===== src/rtl/tipp_pkg.sv =====
package tipp_pkg;
    localparam int PREG_W = 8;
    typedef logic [PREG_W-1:0] preg_t;
    localparam preg_t PRIO_NONE = '1;

    typedef struct packed {
        logic       sig;
        logic       grp;
        logic [5:0] rsvd;
    } nsr_t;

    typedef struct packed {
        nsr_t  nsr;
        preg_t cppr;
        preg_t pipr;
        preg_t ipb;
    } snap_t;

    typedef enum logic [2:0] {
        OP_IDLE,
        OP_PRESENT,
        OP_CPPR,
        OP_ACK,
        OP_PULL
    } op_e;

    function automatic preg_t pmin(preg_t a, preg_t b);
        return (a < b) ? a : b;
    endfunction

    function automatic op_e pick_op(logic pl, logic ak, logic cw, logic pv);
        if (pl)      return OP_PULL;
        else if (ak) return OP_ACK;
        else if (cw) return OP_CPPR;
        else if (pv) return OP_PRESENT;
        return OP_IDLE;
    endfunction
endpackage


===== src/rtl/tipp_prio_enc.sv =====
module tipp_prio_enc
    import tipp_pkg::*;
#(
    parameter int NPRIO = 8
) (
    input  logic [NPRIO-1:0] bits,
    output preg_t            best
);
    always_comb begin
        best = PRIO_NONE;
        for (int i = NPRIO - 1; i >= 0; i--) begin
            if (bits[i]) best = preg_t'(i);
        end
    end
endmodule


===== src/rtl/tipp_pull_snap.sv =====
module tipp_pull_snap
    import tipp_pkg::*;
(
    input  logic        clk,
    input  logic        rst,
    input  logic        capture,
    input  snap_t       state_in,
    output logic [31:0] data,
    output logic        valid
);
    always_ff @(posedge clk) begin
        if (rst) begin
            data  <= '0;
            valid <= 1'b0;
        end else begin
            valid <= capture;
            if (capture) data <= state_in;
        end
    end
endmodule


===== src/rtl/thread_prio_presenter.sv =====
module thread_prio_presenter
    import tipp_pkg::*;
#(
    parameter int PRIO_W = 3
) (
    input  logic                   clk,
    input  logic                   rst,
    input  logic                   pres_valid,
    input  logic [PRIO_W-1:0]      pres_prio,
    input  logic                   pres_group,
    input  logic                   cppr_we,
    input  logic [7:0]             cppr_wdata,
    input  logic                   ack,
    input  logic                   pull,
    output logic                   irq,
    output logic [7:0]             nsr_o,
    output logic [7:0]             pipr_o,
    output logic [7:0]             cppr_o,
    output logic [(1<<PRIO_W)-1:0] ipb_o,
    output logic                   redist_valid,
    output logic [PRIO_W-1:0]      redist_prio,
    output logic                   pull_valid,
    output logic [31:0]            pull_data
);
    localparam int NPRIO = 1 << PRIO_W;

    logic [NPRIO-1:0]  ipb_q, ipb_n;
    preg_t             cppr_q, cppr_n, pipr_q, pipr_n;
    nsr_t              nsr_q, nsr_n;
    logic              grp_v_q, grp_v_n;
    logic [PRIO_W-1:0] grp_p_q, grp_p_n;
    logic              rd_v_n;
    logic [PRIO_W-1:0] rd_p_n;

    preg_t ipb_best;
    op_e   op;
    preg_t pres_w, grp_w, best_all;
    logic  take, keep_grp, sig_w;
    snap_t snap;

    tipp_prio_enc #(.NPRIO(NPRIO)) u_enc (
        .bits (ipb_q),
        .best (ipb_best)
    );

    assign op     = pick_op(pull, ack, cppr_we, pres_valid);
    assign pres_w = preg_t'(pres_prio);
    assign grp_w  = preg_t'(grp_p_q);
    assign snap   = '{nsr: nsr_q, cppr: cppr_q, pipr: pipr_q, ipb: preg_t'(ipb_q)};

    always_comb begin
        ipb_n    = ipb_q;
        cppr_n   = cppr_q;
        pipr_n   = pipr_q;
        nsr_n    = nsr_q;
        grp_v_n  = grp_v_q;
        grp_p_n  = grp_p_q;
        rd_v_n   = 1'b0;
        rd_p_n   = grp_p_q;
        take     = pres_w < pipr_q;
        keep_grp = grp_v_q && (grp_w < cppr_wdata);
        best_all = pmin(ipb_best, keep_grp ? grp_w : PRIO_NONE);
        sig_w    = 1'b0;
        unique case (op)
            OP_PRESENT: begin
                if (!pres_group) ipb_n[pres_prio] = 1'b1;
                if (take) begin
                    pipr_n = pres_w;
                    nsr_n  = '{sig: 1'b1, grp: pres_group, rsvd: '0};
                    if (grp_v_q) rd_v_n = 1'b1;
                    grp_v_n = pres_group;
                    if (pres_group) grp_p_n = pres_prio;
                end else if (pres_group) begin
                    rd_v_n = 1'b1;
                    rd_p_n = pres_prio;
                end
            end
            OP_CPPR: begin
                if (grp_v_q && !keep_grp) rd_v_n = 1'b1;
                grp_v_n = keep_grp;
                cppr_n  = cppr_wdata;
                pipr_n  = pmin(best_all, cppr_wdata);
                sig_w   = pipr_n < cppr_wdata;
                nsr_n   = '{sig: sig_w, grp: sig_w && keep_grp && (grp_w == pipr_n), rsvd: '0};
            end
            OP_ACK: begin
                if (nsr_q.sig) begin
                    cppr_n = pipr_q;
                    if (nsr_q.grp) grp_v_n = 1'b0;
                    else           ipb_n[pipr_q[PRIO_W-1:0]] = 1'b0;
                end
                nsr_n = '0;
            end
            OP_PULL: begin
                if (grp_v_q) rd_v_n = 1'b1;
                ipb_n   = '0;
                cppr_n  = PRIO_NONE;
                pipr_n  = PRIO_NONE;
                nsr_n   = '0;
                grp_v_n = 1'b0;
            end
            default: ;
        endcase
    end

    always_ff @(posedge clk) begin
        if (rst) begin
            ipb_q        <= '0;
            cppr_q       <= PRIO_NONE;
            pipr_q       <= PRIO_NONE;
            nsr_q        <= '0;
            grp_v_q      <= 1'b0;
            grp_p_q      <= '0;
            redist_valid <= 1'b0;
            redist_prio  <= '0;
        end else begin
            ipb_q        <= ipb_n;
            cppr_q       <= cppr_n;
            pipr_q       <= pipr_n;
            nsr_q        <= nsr_n;
            grp_v_q      <= grp_v_n;
            grp_p_q      <= grp_p_n;
            redist_valid <= rd_v_n;
            redist_prio  <= rd_p_n;
        end
    end

    tipp_pull_snap u_snap (
        .clk      (clk),
        .rst      (rst),
        .capture  (op == OP_PULL),
        .state_in (snap),
        .data     (pull_data),
        .valid    (pull_valid)
    );

    assign irq    = |nsr_q;
    assign nsr_o  = nsr_q;
    assign pipr_o = pipr_q;
    assign cppr_o = cppr_q;
    assign ipb_o  = ipb_q;
endmodule


===== config.mk =====
export PLATFORM = sky130hd
export DESIGN_NAME = thread_prio_presenter
export DESIGN_NICKNAME = d
export VERILOG_FILES = /design/src/rtl/tipp_pkg.sv /design/src/rtl/tipp_prio_enc.sv /design/src/rtl/tipp_pull_snap.sv /design/src/rtl/thread_prio_presenter.sv
export SDC_FILE = /design/constraint.sdc
export NUM_CORES = 1
export LEC_CHECK = 0
export BUFFER_PORTS_ARGS = -buffer_cell sky130_fd_sc_hd__buf_4
export CAP_MARGIN = 20
export CORE_ASPECT_RATIO = 0.8
export CORE_UTILIZATION = 40
export DETAILED_ROUTE_END_ITERATION = 10
export SETUP_SLACK_MARGIN = 0.3
export SLEW_MARGIN = 20
export SYNTH_ARGS = -nofsm -noshare
export SYNTH_HDL_FRONTEND = slang
export SYNTH_SLANG_ARGS = --single-unit

===== constraint.sdc =====
create_clock -name clk -period 5.5 [get_ports clk]
set_input_delay 0.55 -clock clk [delete_from_list [all_inputs] [get_ports clk]]
set_output_delay 0.55 -clock clk [all_outputs]
set_load 0.005 [all_outputs]

# Yosys cells after proc, flatten, opt, wreduce, memory -nomap -nowiden
# Cells that the tools add are included.
[totals] elab_cells=100 latchBits=0 regBits=73 ram_bits=0 mem_bits_ro=0 n_memories=0
[op_classes] n_div=0 n_shift=0 reduce_logical=20 order_cmp=9 bitwise_logic=3 mux=46 eq_ne=10 n_mul=0 n_addsub=0
[ops] cell="8-bit 2-to-1 mux" count=17
[ops] cell="8-bit one-hot mux with 3 select lines" count=4
[ops] cell="8-bit < comparator" count=3
[ops] cell="3-bit 2-to-1 mux" count=8
[ops] cell="3-bit by 8-bit < comparator with 1-bit output" count=2
[ops] cell="1-bit 2-to-1 mux" count=13
[ops] cell="3-bit nonzero test" count=4
[ops] cell="2-bit inequality test (second input constant)" count=5
[ops] cell="8-bit bitwise AND" count=1
[ops] cell="3-bit by 8-bit == test with 1-bit output" count=1
[ops] cell="3-bit by 4-bit < comparator with 1-bit output (second input constant)" count=2
[ops] cell="8-bit NOT" count=1
[ops] cell="8-bit OR" count=1
[ops] cell="2-bit AND reduction" count=4
[ops] cell="4-bit AND reduction" count=2
[ops] cell="8-bit OR reduction" count=1
[ops] cell="1-bit demux with 3-bit select" count=2
[ops] cell="3-bit by 2-bit == test with 1-bit output (second input constant)" count=2
[ops] cell="3-bit by 1-bit greater-or-equal comparator with 1-bit output (second input constant)" count=2
[ops] cell="1-bit logical AND" count=6
[ops] cell="1-bit one-hot mux with 4 select lines" count=1
[ops] cell="4-bit nonzero test" count=1
[ops] cell="3-bit by 1-bit == test with 1-bit output (second input constant)" count=1
[ops] cell="3-bit == test (second input constant)" count=1
[ops] cell="other kinds (3)" count=3

# Longest topological paths before layout
# Gate-level depths: netlist of run 1.
[depth] word_depth=16 depth_mapped=27

# Cells and area by module
# From an unflattened synthesis of run 1, not the netlist that was laid out.
[unflattened] cells_unflattened=452 hier_area_um2=3928.8
[modules_own_cells] module="thread_prio_presenter" area_per_inst_um2=2633.8 instances=1 cells_per_inst=331 seq_area_each_um2=680.7
[modules_own_cells] module="tipp_pull_snap" area_per_inst_um2=1202.4 instances=1 cells_per_inst=106 seq_area_each_um2=660.6
[modules_own_cells] module="tipp_prio_enc" area_per_inst_um2=92.6 instances=1 cells_per_inst=15 seq_area_each_um2=0.0

# Worst setup path before layout of run 1
# OpenSTA, ideal clock, no wires.
[synth_timing] kind="input to register" startpoint="in cppr_wdata[2]" endpoint="reg nsr_q, in the netlist nsr_o[7]" slack_ps=165 arrival_ps=5275 path_buffers=1 required_ps=5440 setup_time_ps=60 cell_stages=27 path_cell_list="inv_1 -> ha_1 -> a21oi_1 -> o21ai_4 -> a21oi_2 -> inv_1 -> nor2_1 -> ha_1 -> o21a_1 -> o21ai_1 -> nor3_1 -> nor3_2 -> mux2i_1 -> ha_1 -> a21o_1 -> a21oi_1 -> o211ai_1 -> a31o_4 -> buf_6 -> mux2i_1 -> inv_1 -> ha_1 -> o21a_1 -> o211ai_1 -> a21oi_1 -> o21ai_0 -> o311a_1"
[synth_between] elab_chain_len=9
[synth_rtl] item="start: declaration" line_no="thread_prio_presenter.sv:12" text="input logic [7:0] cppr_wdata,"
[synth_rtl] item="3-bit by 8-bit < comparator with 1-bit output" line_no="thread_prio_presenter.sv:61" text="keep_grp = grp_v_q && (grp_w < cppr_wdata);"
[synth_rtl] item="1-bit logical AND" line_no="thread_prio_presenter.sv:61"
[synth_rtl] item="8-bit 2-to-1 mux" line_no="thread_prio_presenter.sv:62" text="best_all = pmin(ipb_best, keep_grp ? grp_w : PRIO_NONE);"
[synth_rtl] item="8-bit < comparator" line_no="tipp_pkg.sv:28" text="return (a < b) ? a : b;"
[synth_rtl] item="8-bit 2-to-1 mux" line_no="tipp_pkg.sv:28"
[synth_rtl] item="8-bit < comparator" line_no="tipp_pkg.sv:28"
[synth_rtl] item="8-bit 2-to-1 mux" line_no="tipp_pkg.sv:28"
[synth_rtl] item="8-bit < comparator (*)" line_no="thread_prio_presenter.sv:83" text="sig_w = pipr_n < cppr_wdata;"
[synth_rtl] item="8-bit one-hot mux with 3 select lines (*)" line_no="thread_prio_presenter.sv:64" text="unique case (op)"
[synth_rtl] item="end signal: assignment" line_no="thread_prio_presenter.sv:120" text="nsr_q <= nsr_n;"
[synth_rtl] item="end: declaration" line_no="thread_prio_presenter.sv:29" text="nsr_t nsr_q, nsr_n;"
# Mark *: on every way between the ends. The rest lies on a longest branch, timed or not.
# A chain may end at the register's enable or synchronous reset.

# Worst setup path in the final report of run 1
[layout_timing] startpoint="in cppr_wdata[3]" endpoint="reg nsr_q, in the netlist nsr_o[6]"
[layout_between] elab_chain_len=11 elab_cells_between_ends=12
[layout_rtl] item="3-bit by 8-bit < comparator with 1-bit output" line_no="thread_prio_presenter.sv:61"
[layout_rtl] item="1-bit logical AND" line_no="thread_prio_presenter.sv:61"
[layout_rtl] item="8-bit 2-to-1 mux" line_no="thread_prio_presenter.sv:62"
[layout_rtl] item="8-bit < comparator" line_no="tipp_pkg.sv:28"
[layout_rtl] item="8-bit 2-to-1 mux" line_no="tipp_pkg.sv:28"
[layout_rtl] item="8-bit < comparator" line_no="tipp_pkg.sv:28"
[layout_rtl] item="8-bit 2-to-1 mux" line_no="tipp_pkg.sv:28"
[layout_rtl] item="8-bit < comparator" line_no="thread_prio_presenter.sv:83"
[layout_rtl] item="1-bit logical AND" line_no="thread_prio_presenter.sv:84" text="nsr_n = '{sig: sig_w, grp: sig_w && keep_grp && (grp_w == pipr_n), rsvd: '0};"
[layout_rtl] item="1-bit logical AND (*)" line_no="thread_prio_presenter.sv:84"
[layout_rtl] item="8-bit one-hot mux with 3 select lines (*)" line_no="thread_prio_presenter.sv:64"
# Marked as above.

==> metrics list, run 1 <==
* Cell Int Power: 978 uW
- Number of instances in the placed design: 595
- Measured along the y axis, the die boundary spans around 87 um.
- For this run, asynchronously set or reset flops after synthesis account for 0.
- Setup slack closes at 0.401 ns.
- Logic pwr share: 0.193
- Relative contribution of sequential cells to total power: 0.360
- Detailed Routing Iterations Pass 1: 4
- The path class of the tightest hold or removal check is flip-flop to flip-flop.
- Pre-CTS setup slack: -0.170 ns
- By area the synthesized netlist is led by sky130_fd_sc_hd__dfxtp_1 34%, sky130_fd_sc_hd__mux2i_1 9.9%, sky130_fd_sc_hd__ha_1 7.6%.
- Summing all non-filler instances in the final layout gives an area of 4790 um2.
- Of the cells placed in the final design, the portion with a size suffix greater than 1 is 0.285.
* Via density per instance: approximately 5.6
* CP arrival: approximately 5.3 ns
- Gp weighted congestion: between 0.8 and 0.9
- No sink is reached through more buffers than the 2 on the longest clock path.
- The number of global-route vias before repair is ~3100.
- In this run the power density over the cells is 280 nW/um2.
- In this run the worst setup path terminates at nsr_o[6].
- Endpoint of the most critical register-to-register path: nsr_o[6]
* Synthesized instance count: 425
- During placement, the flow inserted port buffers numbering 75.
- NetSw: roughly 360 uW
- Count of pins over their slew limit: 0
- Total of hold buffers inserted after clock tree synthesis: 0
- Post-Layout Cell Count: ~620
- The area growth from synthesis to layout is 31.5%.
- Most numerous cell types in the synthesized netlist: 69 x sky130_fd_sc_hd__nor2_1, 61 x sky130_fd_sc_hd__dfxtp_1, 36 x sky130_fd_sc_hd__mux2i_1
- A synthesized cell averages between 8 and 9 um2.
- Counting every sink on the clock net gives 61.
* Fraction of post-synthesis cell area in the top cell type by area: 0.335
- The startpoint identified for the worst register-to-register timing path is grp_p_q[2].
* Final setup fails: 0
* Clock Pin Slew Worst Setup and Hold Paths: around 0.050 ns
- Counting cells, the worst reg-to-reg path comes to 27.
- The detail route stage leaves a number of antenna-violating nets equal to 0.
* Number of top-level pins: between 80 and 90
- In the routed design, unresolved DRC markers number 0.
* Core Area: ~8700 um2
- Final worst path period share: 0.927
- Root Driver: sky130_fd_sc_hd__clkbuf_16
* Clk network pwr share: 0.447
* TritonCTS clock tree: done
* Worst skew pair latency: between 0.3 and 0.4 ns
- Critical path capture point type: flip-flop
- Yosys mapped a number of flops with a built-in enable equal to 0.
- Worst Setup Start Kind: input pin
- The number of antenna violations at the first check in global routing was 0.
- For this configuration, the core starts out at a cell density of 0.420.
* Total global-route track usage: 0.227
* Clock skew: 0.00648 ns
- Across the run, the number of max-cap violations was 0.
- Die span in x: roughly 110 um
- Static power due to leakage: 2.16 nW
- Iteration-0 DRC Markers: about 230
- Relative slew slack: 0.340
* Count of different cell masters after synthesis: 61
- Total power for the finished layout comes to 1.34 mW.
- Detailed placement finished with a half-perimeter wire length of around 7400 um.
- Based on the critical path, the design can be clocked at up to 0.196 GHz.
* Largest fanout on the critical path: 5
- Setup crit start: cppr_wdata[3]
- In this run the number of H-tree levels came out at 3.
- VDD sags by at most between 0.15 and 0.2 mV.
- Maximum number of pins on one net before global-route repair: 55
* Wire length reported by the detailed router: ~11000 um
- The run finished with clean final reports.
- Total CTS buffers: 9
- Final global-route overflow total: 0
- RSZ-0062 raised after global routing: false
* Cell type contributing the most total cell area after synthesis: sky130_fd_sc_hd__dfxtp_1
- Worst setup path category: input pin to flip-flop
- The die covers about 9500 um2.
- The hold violation count in the final report came to 0.
- At the worst endpoint, the required time is between 5 and 6 ns.
- For this run, the leading register cell type out of synthesis is sky130_fd_sc_hd__dfxtp_1.
* Cell with the most instances after synthesis: sky130_fd_sc_hd__nor2_1
- Antenna Diode Count: 0
- Yosys reg bits: between 60 and 70
* Post-layout nets: around 550
- In this run the cell area of the synthesized design comes to 3640 um2.
- In this run the register-to-register setup slack is roughly 0.42 ns.
* Worst Max-Slew Pin Slew: 0.988 ns
* Switching Share: 0.270
* Avg WL per Cell: roughly 17 um
- In this run the core area contains 30 standard-cell rows.
- The first global-routing pass estimated 16500 um of wire.
* Count of vias placed by the detailed router: 3500
* Number of warnings printed during yosys synthesis: 0
* Finished Core Util: 0.553
- Seq/Total Area, Yosys: 0.335
- Placed cell area: between 4000 and 5000 um2
- Min Tclk post-route: 5.10 ns
## cells in the final DEF (no fill, tap or decap), drive strengths merged, types with 4 or more instances in the layout
| master | instances |
|---|---|
| nand2 | 12 |
| a21oi | 30 |
| conb | 12 |
| dfxtp | 61 |
| nor3 | 21 |
| buf | 96 |
| o21a | 4 |
| nor2 | 70 |
| a221o | 5 |
| nor2b | 7 |
| inv | 21 |
| mux2i | 36 |
| clkbuf | 9 |
| nand3 | 6 |
| o211ai | 5 |
| a211oi | 11 |
| a31oi | 4 |
| a21o | 10 |
| ha | 22 |
| a211o | 9 |
| o21ai | 13 |
| and2 | 4 |
## flip-flops by register name, indices dropped and copies added (netlist names)
name / flops
redist_prio: 3
u_snap.data: 26
ipb_o: 8
cppr_o: 8
nsr_o: 2
grp_v_q: 1
pipr_o: 8
redist_valid: 1
grp_p_q: 3
u_snap.valid: 1
## what timing repair did
action / CTS / global route
setup buffers: 1 / 12
pin swaps: 1 / 10
resized for setup: 5 / 16
cloned: 0 / 1
hold endpoints to repair: 0 / 0
endpoints found under the setup margin: 2 / 2
## worst min-delay path by stage
stage	startpoint	to	slack [ns]	cells past startpoint
after floorplan	cppr_o[0]	cppr_o[0]	0.48	1
after global placement	u_snap.data[23]	u_snap.data[23]	0.48	2
after detailed placement	cppr_o[5]	cppr_o[5]	0.48	1
after CTS	u_snap.data[10]	u_snap.data[10]	0.50	2
after global routing	u_snap.data[23]	u_snap.data[23]	0.51	2
final	u_snap.data[10]	u_snap.data[10]	0.49	2
## cell families after synthesis
kind of cell / Yosys count / synth area share
compound gates: 112 / 0.235
flops: 61 / 0.335
mux: 36 / 0.0989
fa+ha+maj: 22 / 0.0755
buf+inv: 57 / 0.0769
simple gates: 136 / 0.178
other cells: 1 / 0.00103
## routing by layer
layer | GRT usage | share of wire | vias up
met5 | 0 | 0 | -
met4 | 0.0565 | 0.010 | 0
met3 | 0.0591 | 0.072 | 12
met2 | 0.332 | 0.44 | 142
met1 | 0.328 | 0.47 | 1674
li1 | - | - | 1672
## worst max-delay path, stage by stage
cell	delay, ns
sky130_fd_sc_hd__buf_4	0.12
sky130_fd_sc_hd__nor3_1	0.22
sky130_fd_sc_hd__and2_1	0.36
sky130_fd_sc_hd__a21oi_4	0.10
sky130_fd_sc_hd__buf_6	0.15
sky130_fd_sc_hd__ha_4	0.29
sky130_fd_sc_hd__o21a_1	0.18
sky130_fd_sc_hd__o21ai_2	0.09
sky130_fd_sc_hd__buf_4	0.14
sky130_fd_sc_hd__a2111oi_4	0.22
sky130_fd_sc_hd__nor3_2	0.10
sky130_fd_sc_hd__buf_4	0.15
sky130_fd_sc_hd__buf_4	0.13
sky130_fd_sc_hd__a22oi_2	0.23
sky130_fd_sc_hd__ha_2	0.21
sky130_fd_sc_hd__a21o_1	0.12
sky130_fd_sc_hd__a21oi_2	0.07
sky130_fd_sc_hd__o211ai_1	0.36
sky130_fd_sc_hd__a31o_4	0.23
sky130_fd_sc_hd__nor2_4	0.06
sky130_fd_sc_hd__a21o_1	0.19
sky130_fd_sc_hd__ha_1	0.30
sky130_fd_sc_hd__and4_1	0.23
sky130_fd_sc_hd__o211ai_1	0.11
sky130_fd_sc_hd__a21oi_1	0.16
sky130_fd_sc_hd__nor2_1	0.07
sky130_fd_sc_hd__a41o_1	0.18
## power by group through the flow
| stage | combinational [mW] | clock, mW | sequential [mW] |
|---|---|---|---|
| floorplan | 0.152 | 0 | 0.487 |
| global placement | 0.221 | 0 | 0.490 |
| detailed placement | 0.226 | 0 | 0.491 |
| CTS | 0.234 | 0.608 | 0.482 |
| global route | 0.282 | 0.630 | 0.485 |
| finish | 0.258 | 0.599 | 0.482 |
## layout make-up
type                       instances  area, um2
inverter                          21       81.3
fill                             825       3880
tap                              112        140
timing repair buffer              96        724
multi-input combinational        319       2310
sequential                        61       1220
clock buffer                       9        225
clock inverter                     6       88.8
## through the flow
| step | setup TNS [ns] | hold slack (ns) |
|---|---|---|
| floorplan | 0 | 0.483 |
| global placement | 0 | 0.476 |
| detailed placement | -0.282 | 0.481 |
| CTS | 0 | 0.497 |
| global route | 0 | 0.514 |
| finish | 0 | 0.493 |
No activity file was read; power rests on OpenSTA's default activity.
==> run 2: changes to the inputs <==
- CORE_UTILIZATION: 40 -> 45
- PLACE_DENSITY: not set -> 0.79
==> run 2 against run 1 <==
Effect of this change:
- maximum frequency is essentially flat
- critical endpoint unchanged
- power shrank 17%
- clock-buffer cell count is the same
- critical path type unchanged
==> metrics list, run 2 (same netlist as run 1, synthesis figures left out) <==
- The clock root buffer is sky130_fd_sc_hd__clkbuf_8 (was sky130_fd_sc_hd__clkbuf_16).
- Placed cell area: 4260 um2 (about the same)
* Relative slew slack: 0.321 (was 0.340)
* Largest fanout on the critical path: 6 (was 5)
- Number of placement rows: 28 (was 30)
* Register Area: 1220 um2 (unchanged)
- Iteration-0 DRC Markers: 345 (was 228)
- Post-route cell area: 4570 um2 (was 4790 um2)
- Flip-flop count of the largest register, all copies and words added: 26 (unchanged)
- The buffer levels on the longest clock path is 2 (unchanged).
- Result of the run: completed (unchanged)
* Multi-input combinational cell area: 2270 um2 (was 2310 um2)
* Wire length reported by the detailed router: 10000 um (was 10700 um)
* CP arrival: 5.33 ns (was 5.31 ns)
* Total global-route track usage: 0.243 (was 0.227)
* Power density over the cells: 242 nW/um2 (was 280 nW/um2)
- Hold Violations, Final: 0 (unchanged)
* Die height: 82.5 um (was 87.4 um)
* Via density per instance: 5.68 (was 5.61)
- Final worst path period share: 0.926 (was 0.927)
- Worst Setup Start Kind: input pin (unchanged)
* Clock skew: 0.0106 ns (was 0.00648 ns)
- The largest register by flop count is u_snap.data (unchanged).
- The fraction of met3 tracks used by global routing was 0.0412 (was 0.0591).
* RSZ-0062 raised after global routing: false (unchanged)
* Worst-case hold slack: 0.496 ns (was 0.493 ns)
* Commonest cells after routing, fill and taps aside: 91 x sky130_fd_sc_hd__buf_4, 67 x sky130_fd_sc_hd__nor2_1, 61 x sky130_fd_sc_hd__dfxtp_1, 33 x sky130_fd_sc_hd__mux2i_1, 28 x sky130_fd_sc_hd__a21oi_1 (was 95 x sky130_fd_sc_hd__buf_4, 67 x sky130_fd_sc_hd__nor2_1, 61 x sky130_fd_sc_hd__dfxtp_1, 33 x sky130_fd_sc_hd__mux2i_1, 27 x sky130_fd_sc_hd__a21oi_1)
- The detailed-placement wirelength estimate came to 7100 um (was 7370 um).
- Global routing met1 resource utilization: 0.352 (was 0.328)
- Clock sinks: 61 (unchanged)
- The post-detailed-route count of antenna-violating nets came to 0 (unchanged).
- Maximum number of pins on one net before global-route repair: 55 (unchanged)
- Core Area: 7600 um2 (was 8670 um2)
- The total of max-cap violations is 0 (unchanged).
- The die area was 8460 um2 (was 9500 um2).
- Critical-path top delay cell: sky130_fd_sc_hd__mux2i_2 (was sky130_fd_sc_hd__and2_1)
- Number of antenna violations at the first check in global routing: 0 (unchanged)
- Die span in x: 103 um (was 109 um)
- The number of slew-limit violations in the final report came to 0 (unchanged).
* First-pass GRT wire length: 15700 um (was 16500 um)
- The number of buffers inserted by port buffering is 75 (unchanged).
- The number of nets at the end of the flow came to 543 (was 548).
- Worst setup path category: input pin to flip-flop (unchanged)
- Detailed Routing Iterations Pass 1: 8 (was 4)
* Max frequency: 0.196 GHz (about the same)
* Critical path's most frequent cell: sky130_fd_sc_hd__ha_1 (was sky130_fd_sc_hd__buf_4)
* TritonCTS clock tree: done (unchanged)
- Class of the worst hold path: flip-flop to flip-flop (unchanged)
* IR drop worst, VDD: 0.208 mV (was 0.179 mV)
- The antenna cell count was 0 (unchanged).
* Vias in the first global route: 3143 (was 3146)
- Clock Pin Slew Worst Setup and Hold Paths: 0.07 ns (was 0.05 ns)
* Min Tclk post-route: 5.10 ns (about the same)
- The actual transition at the worst max-transition pin was 1.02 ns (was 0.988 ns).
* Number of remaining DRC errors: 0 (unchanged)
* Count of vias placed by the detailed router: 3482 (was 3500)
- Static power due to leakage: 2.07 nW (was 2.16 nW)
- Delay of the slowest critical-path stage: 0.33 ns (was 0.36 ns)
* Required arrival time at the worst endpoint: 5.74 ns (was 5.71 ns)
- Critical path capture point type: flip-flop (unchanged)
* Share of final-layout standard cells stronger than drive strength 1: 0.268 (was 0.285)
- The wire length per cell was 16.4 um (was 17.2 um).
- Worst skew pair latency: 0.35 ns (was 0.33 ns)
* Gp weighted congestion: 0.896 (was 0.853)
* H-tree depth: 3 (unchanged)
- GRT Max-Usage Layer: met2 (unchanged)
* Final setup fails: 0 (unchanged)
* Total CTS buffers: 9 (unchanged)
- Synthesis-to-finish area growth: 25.5% (was 31.5%)
* Initial cell density of the core: 0.479 (was 0.420)
- The met2 usage in global routing is 0.353 (was 0.332).
- Most frequent standard cell in the layout excluding fill and tap cells: sky130_fd_sc_hd__buf_4 (unchanged)
- Number of top-level pins: 88 (unchanged)
* Fillers: 659 (was 825)
- The remaining global-route overflow came to 0 (unchanged).
-- run 2: cell count changes in the layout (fill, tap and decap cells not counted), sizes merged --
cell | previous run | this run
bufinv | 2 | 1
buf | 96 | 91
clkinvlp | 2 | 1
clkinv | 2 | 5
-- run 2: layer usage --
layer | wire [um] | up-vias
met2 | 4480 | 151
met5 | 0 | -
met1 | 4570 | 1646
li1 | - | 1671
met3 | 800 | 14
met4 | 183 | 0
-- run 2: power by group --
part / internal, mW / switching [mW] / leakage [nW] / total, mW
clock network: 0.206 / 0.179 / 0.0987 / 0.385
logic: 0.113 / 0.129 / 1.47 / 0.242
registers: 0.462 / 0.0194 / 0.500 / 0.482
total: 0.781 / 0.327 / 2.07 / 1.11
-- run 2: worst max-delay path, delay by kind of cell --
family / cells / cell delay [ns]
buffers and inverters: 3 / 0.22
adder cells (fa/ha/maj): 4 / 1.09
AO/OA/AOI/OAI: 13 / 2.33
multiplexers: 1 / 0.33
AND/OR/NAND/NOR: 5 / 0.79
-- run 2: cell type report --
type / instances / share of cell area
Clock buffer: 9 / 0.0271
Clock inverter: 7 / 0.0145
Inverter: 21 / 0.0172
Multi-Input combinational cell: 319 / 0.496
Sequential cell: 61 / 0.267
Tap cell: 105 / 0.0287
Timing Repair Buffer: 91 / 0.149
-- run 2: per-stage QoR --
| step | utilization | std cells | worst slack, ns | TNS (ns) | total power, mW |
|---|---|---|---|---|---|
| final | 0.602 | 613 | 0.405 | 0 | 1.11 |
| after global routing | 0.602 | 613 | 0.178 | 0 | 1.16 |
| after floorplan | - | 436 | 0.325 | 0 | 0.639 |
| after detailed placement | 0.560 | 589 | -0.0637 | -0.0637 | 0.713 |
| after global placement | 0.560 | 589 | 0.242 | 0 | 0.706 |
| after CTS | 0.586 | 605 | 0.360 | 0 | 1.10 |
-- run 2: final timing paths --
| kind | slack [ns] | startpoint | cells after the start | endpoint |
|---|---|---|---|---|
| worst max-delay path | 0.40 | cppr_wdata[2] | 26 | nsr_o[6] |
| worst min-delay path | 0.50 | u_snap.data[18] | 2 | u_snap.data[18] |
| worst max register to register | 0.43 | grp_p_q[2] | 24 | nsr_o[6] |
| worst min register to register | 0.50 | u_snap.data[18] | 2 | u_snap.data[18] |
-- run 2: repair_timing --
| item | 4_1_cts | 5_1_grt |
|---|---|---|
| buffers inserted | 0 | 7 |
| hold buffers | 0 | 0 |
| pin swaps | 0 | 7 |
| cloned | 0 | 1 |
| setup endpoints to repair | 1 | 2 |
| resized for setup | 1 | 12 |
==> run 3: changes to the inputs <==
- PLACE_DENSITY: 0.79 -> 0.76
- clock period: 5.5 -> 5.95 ns (I/O delays scaled with it)
==> run 3 against run 2 <==
Effect of this change:
- clock skew shrank 0.0037 ns
- sequential cell count unchanged
- via count rose by 0.26%
- worst setup slack improved by 0.29 ns
- wire length down 0.60%
- final area down 1.3%
- critical path type unchanged
- largest cell class unchanged
- largest power group unchanged
==> metrics list, run 3 (same netlist as run 1, synthesis figures left out) <==
* Result of the run: completed (unchanged)
- Detailed Routing Iterations Pass 1: 5 (was 8)
* Clk network pwr share: 0.386 (was 0.347)
- Worst Setup Start Kind: input pin (unchanged)
* Critical-path top delay cell: sky130_fd_sc_hd__a2111oi_4 (was sky130_fd_sc_hd__mux2i_2)
- RSZ-0062 raised after global routing: false (unchanged)
- The actual transition at the worst max-transition pin was 0.995 ns (was 1.02 ns).
* Most frequent standard cell in the layout excluding fill and tap cells: sky130_fd_sc_hd__buf_4 (unchanged)
* Wire length reported by the detailed router: 9970 um (was 10000 um)
- Root Driver: sky130_fd_sc_hd__clkbuf_8 (unchanged)
- The floorplan die height was 82.5 um (unchanged).
* CP arrival: 5.55 ns (was 5.33 ns)
* Avg WL per Cell: 16.4 um (about the same)
- Register Area: 1220 um2 (unchanged)
* Flop2flop setup slack: 0.74 ns (was 0.43 ns)
- Detailed route wirelength on metal2: 4320 um (was 4480 um)
* H-tree depth: 3 (unchanged)
- Overall power: 1.08 mW (was 1.11 mW)
- Flip-flop count of the largest register, all copies and words added: 26 (unchanged)
- ANT nets after route: 0 (unchanged)
- The number of sinks driven by the clock tree is 61 (unchanged).
- Depth of the most critical reg-to-reg path: 21 (was 24)
- Vias in the first global route: 3185 (was 3143)
- NetSw: 314 uW (was 327 uW)
* Total number of cells along the worst setup path: 28 (was 26)
* Aggregate negative setup slack: 0 ns (unchanged)
- Antenna Diode Count: 0 (unchanged)
- The wire length of the first global-routing pass was 15400 um (was 15700 um).
- Cell Int Power: 766 uW (was 781 uW)
- Fillers: 679 (was 659)
- Maximum number of pins on one net before global-route repair: 55 (unchanged)
- The remaining global-route overflow was 0 (unchanged).
- The detailed-placement wirelength estimate is 7120 um (was 7100 um).
- Hold Violations, Final: 0 (unchanged)
- Critical path capture point type: flip-flop (unchanged)
- The number of rows created at floorplan came to 28 (unchanged).
* Min Tclk post-route: ~5.3 ns
* Total CTS buffers: 9 (unchanged)
- The required time reported for the critical path endpoint is 6.24 ns (was 5.74 ns).
- Relative contribution of sequential cells to total power: 0.412 (was 0.435)
* Static power due to leakage: 2.04 nW (was 2.07 nW)
- Final worst path period share: 0.883
- Final setup fails: 0 (unchanged)
- The core area came to 7600 um2 (unchanged).
- Routed metal-1 wire length: 4760 um (was 4570 um)
* Largest fanout on the critical path: 7 (was 6)
* Number of top-level pins: 88 (unchanged)
* Logic pwr share: 0.203 (was 0.218)
- Crit-path leading delay family: compound AO/OA/AOI/OAI gates (unchanged)
* Post-layout nets: 536 (was 543)
- Highest layer used for signal routing: met4 (unchanged)
- Hold path depth: 1 (was 2)
- Clock skew: 0.00689 ns (was 0.0106 ns)
- The starting density of the core is 0.479 (unchanged).
- The die area is 8460 um2 (unchanged).
- The routed via count is 3491 (was 3482).
- TritonCTS clock tree: done (unchanged)
- The clock latency of the later-clocked register in the worst-skew pair is 0.34 ns (was 0.35 ns).
- Commonest cells after routing, fill and taps aside: 84 x sky130_fd_sc_hd__buf_4, 67 x sky130_fd_sc_hd__nor2_1, 61 x sky130_fd_sc_hd__dfxtp_1, 34 x sky130_fd_sc_hd__mux2i_1, 28 x sky130_fd_sc_hd__a21oi_1 (was 91 x sky130_fd_sc_hd__buf_4, 67 x sky130_fd_sc_hd__nor2_1, 61 x sky130_fd_sc_hd__dfxtp_1, 33 x sky130_fd_sc_hd__mux2i_1, 28 x sky130_fd_sc_hd__a21oi_1).
* Total global-route track usage: 0.237 (was 0.243)
- Power density over the cells: 239 nW/um2 (was 242 nW/um2)
- Top register by number of flip-flops: u_snap.data (unchanged)
- The number of slew-limit violations in the final report is 0 (unchanged).
- The buffer levels on the longest clock path came to 2 (unchanged).
* Critical path buffer and inverter count: 6 (was 3)
- The final routed DRC violation total came to 0 (unchanged).
- The kind of critical path is input pin to flip-flop (unchanged).
- Buffers on Ports: 75 (unchanged)
- Gp weighted congestion: 0.927 (was 0.896)
- The detailed router's first-iteration violation count was 252 (was 345).
* Delay of the slowest critical-path stage: 0.40 ns (was 0.33 ns)
* Multi-input combinational cell area: 2230 um2 (was 2270 um2)
- The path type of the worst min-delay path is flip-flop to flip-flop (unchanged).
- Max frequency: roughly 0.19 GHz
* Die span in x: 103 um (unchanged)
- Via density per instance: 5.76 (was 5.68)
* Share of final-layout standard cells stronger than drive strength 1: 0.251 (was 0.268)
- The peak supply drop was 0.218 mV (was 0.208 mV).
- Wire length on met3: 781 um (was 800 um)
- Synthesis-to-finish area growth: 23.9% (was 25.5%)
- The number of antenna violations at the first check in global routing was 0 (unchanged).
* Relative slew slack: 0.335 (was 0.321)
- The switching part of the total power came to 0.291 (was 0.295).
- Clock Pin Slew Worst Setup and Hold Paths: 0.07 ns (about the same)
- The total of max-cap violations is 0 (unchanged).
-- run 3: cell type report --
type / instances / share of cell area
Timing Repair Buffer: 84 / 0.140
Clock buffer: 9 / 0.0274
Tap cell: 105 / 0.0291
Multi-Input combinational cell: 319 / 0.493
Clock inverter: 7 / 0.0219
Inverter: 21 / 0.0183
Sequential cell: 61 / 0.271
-- run 3: through the flow --
stage / area [um2] / utilization / setup WS, ns / hold WS (ns) / cells
final: 4510 / 0.594 / 0.694 / 0.495 / 606
after global routing: 4510 / 0.594 / 0.318 / 0.528 / 606
after CTS: 4450 / 0.585 / 0.460 / 0.497 / 602
after detailed placement: 4220 / 0.555 / 0.115 / 0.479 / 586
after global placement: 4220 / 0.555 / 0.381 / 0.476 / 586
after floorplan: 3680 / - / 0.570 / 0.483 / 436
-- run 3: final timing paths --
path                                    start         to
worst min-delay path                cppr_o[6]  cppr_o[6]
worst max register to register       ipb_o[0]   nsr_o[7]
worst max-delay path            cppr_wdata[2]   nsr_o[7]
worst min register to register      cppr_o[6]  cppr_o[6]
-- run 3: timing repair --
item,CTS,global route
buffers inserted,0,3
setup endpoints to repair,0,2
hold buffers,0,0
resized for setup,0,9
-- run 3: layer usage --
| layer | up-vias | track usage |
|---|---|---|
| li1 | 1655 | - |
| met1 | 1664 | 0.341 |
| met2 | 155 | 0.364 |
| met3 | 17 | 0.0320 |
| met4 | 0 | 0.0814 |
| met5 | - | 0 |
-- run 3: power groups by stage --
stage	registers (mW)	logic [mW]	clock network [mW]
after global placement	0.453	0.199	0
after floorplan	0.450	0.139	0
after CTS	0.444	0.205	0.420
final	0.445	0.219	0.417
after detailed placement	0.454	0.203	0
after global routing	0.447	0.241	0.439
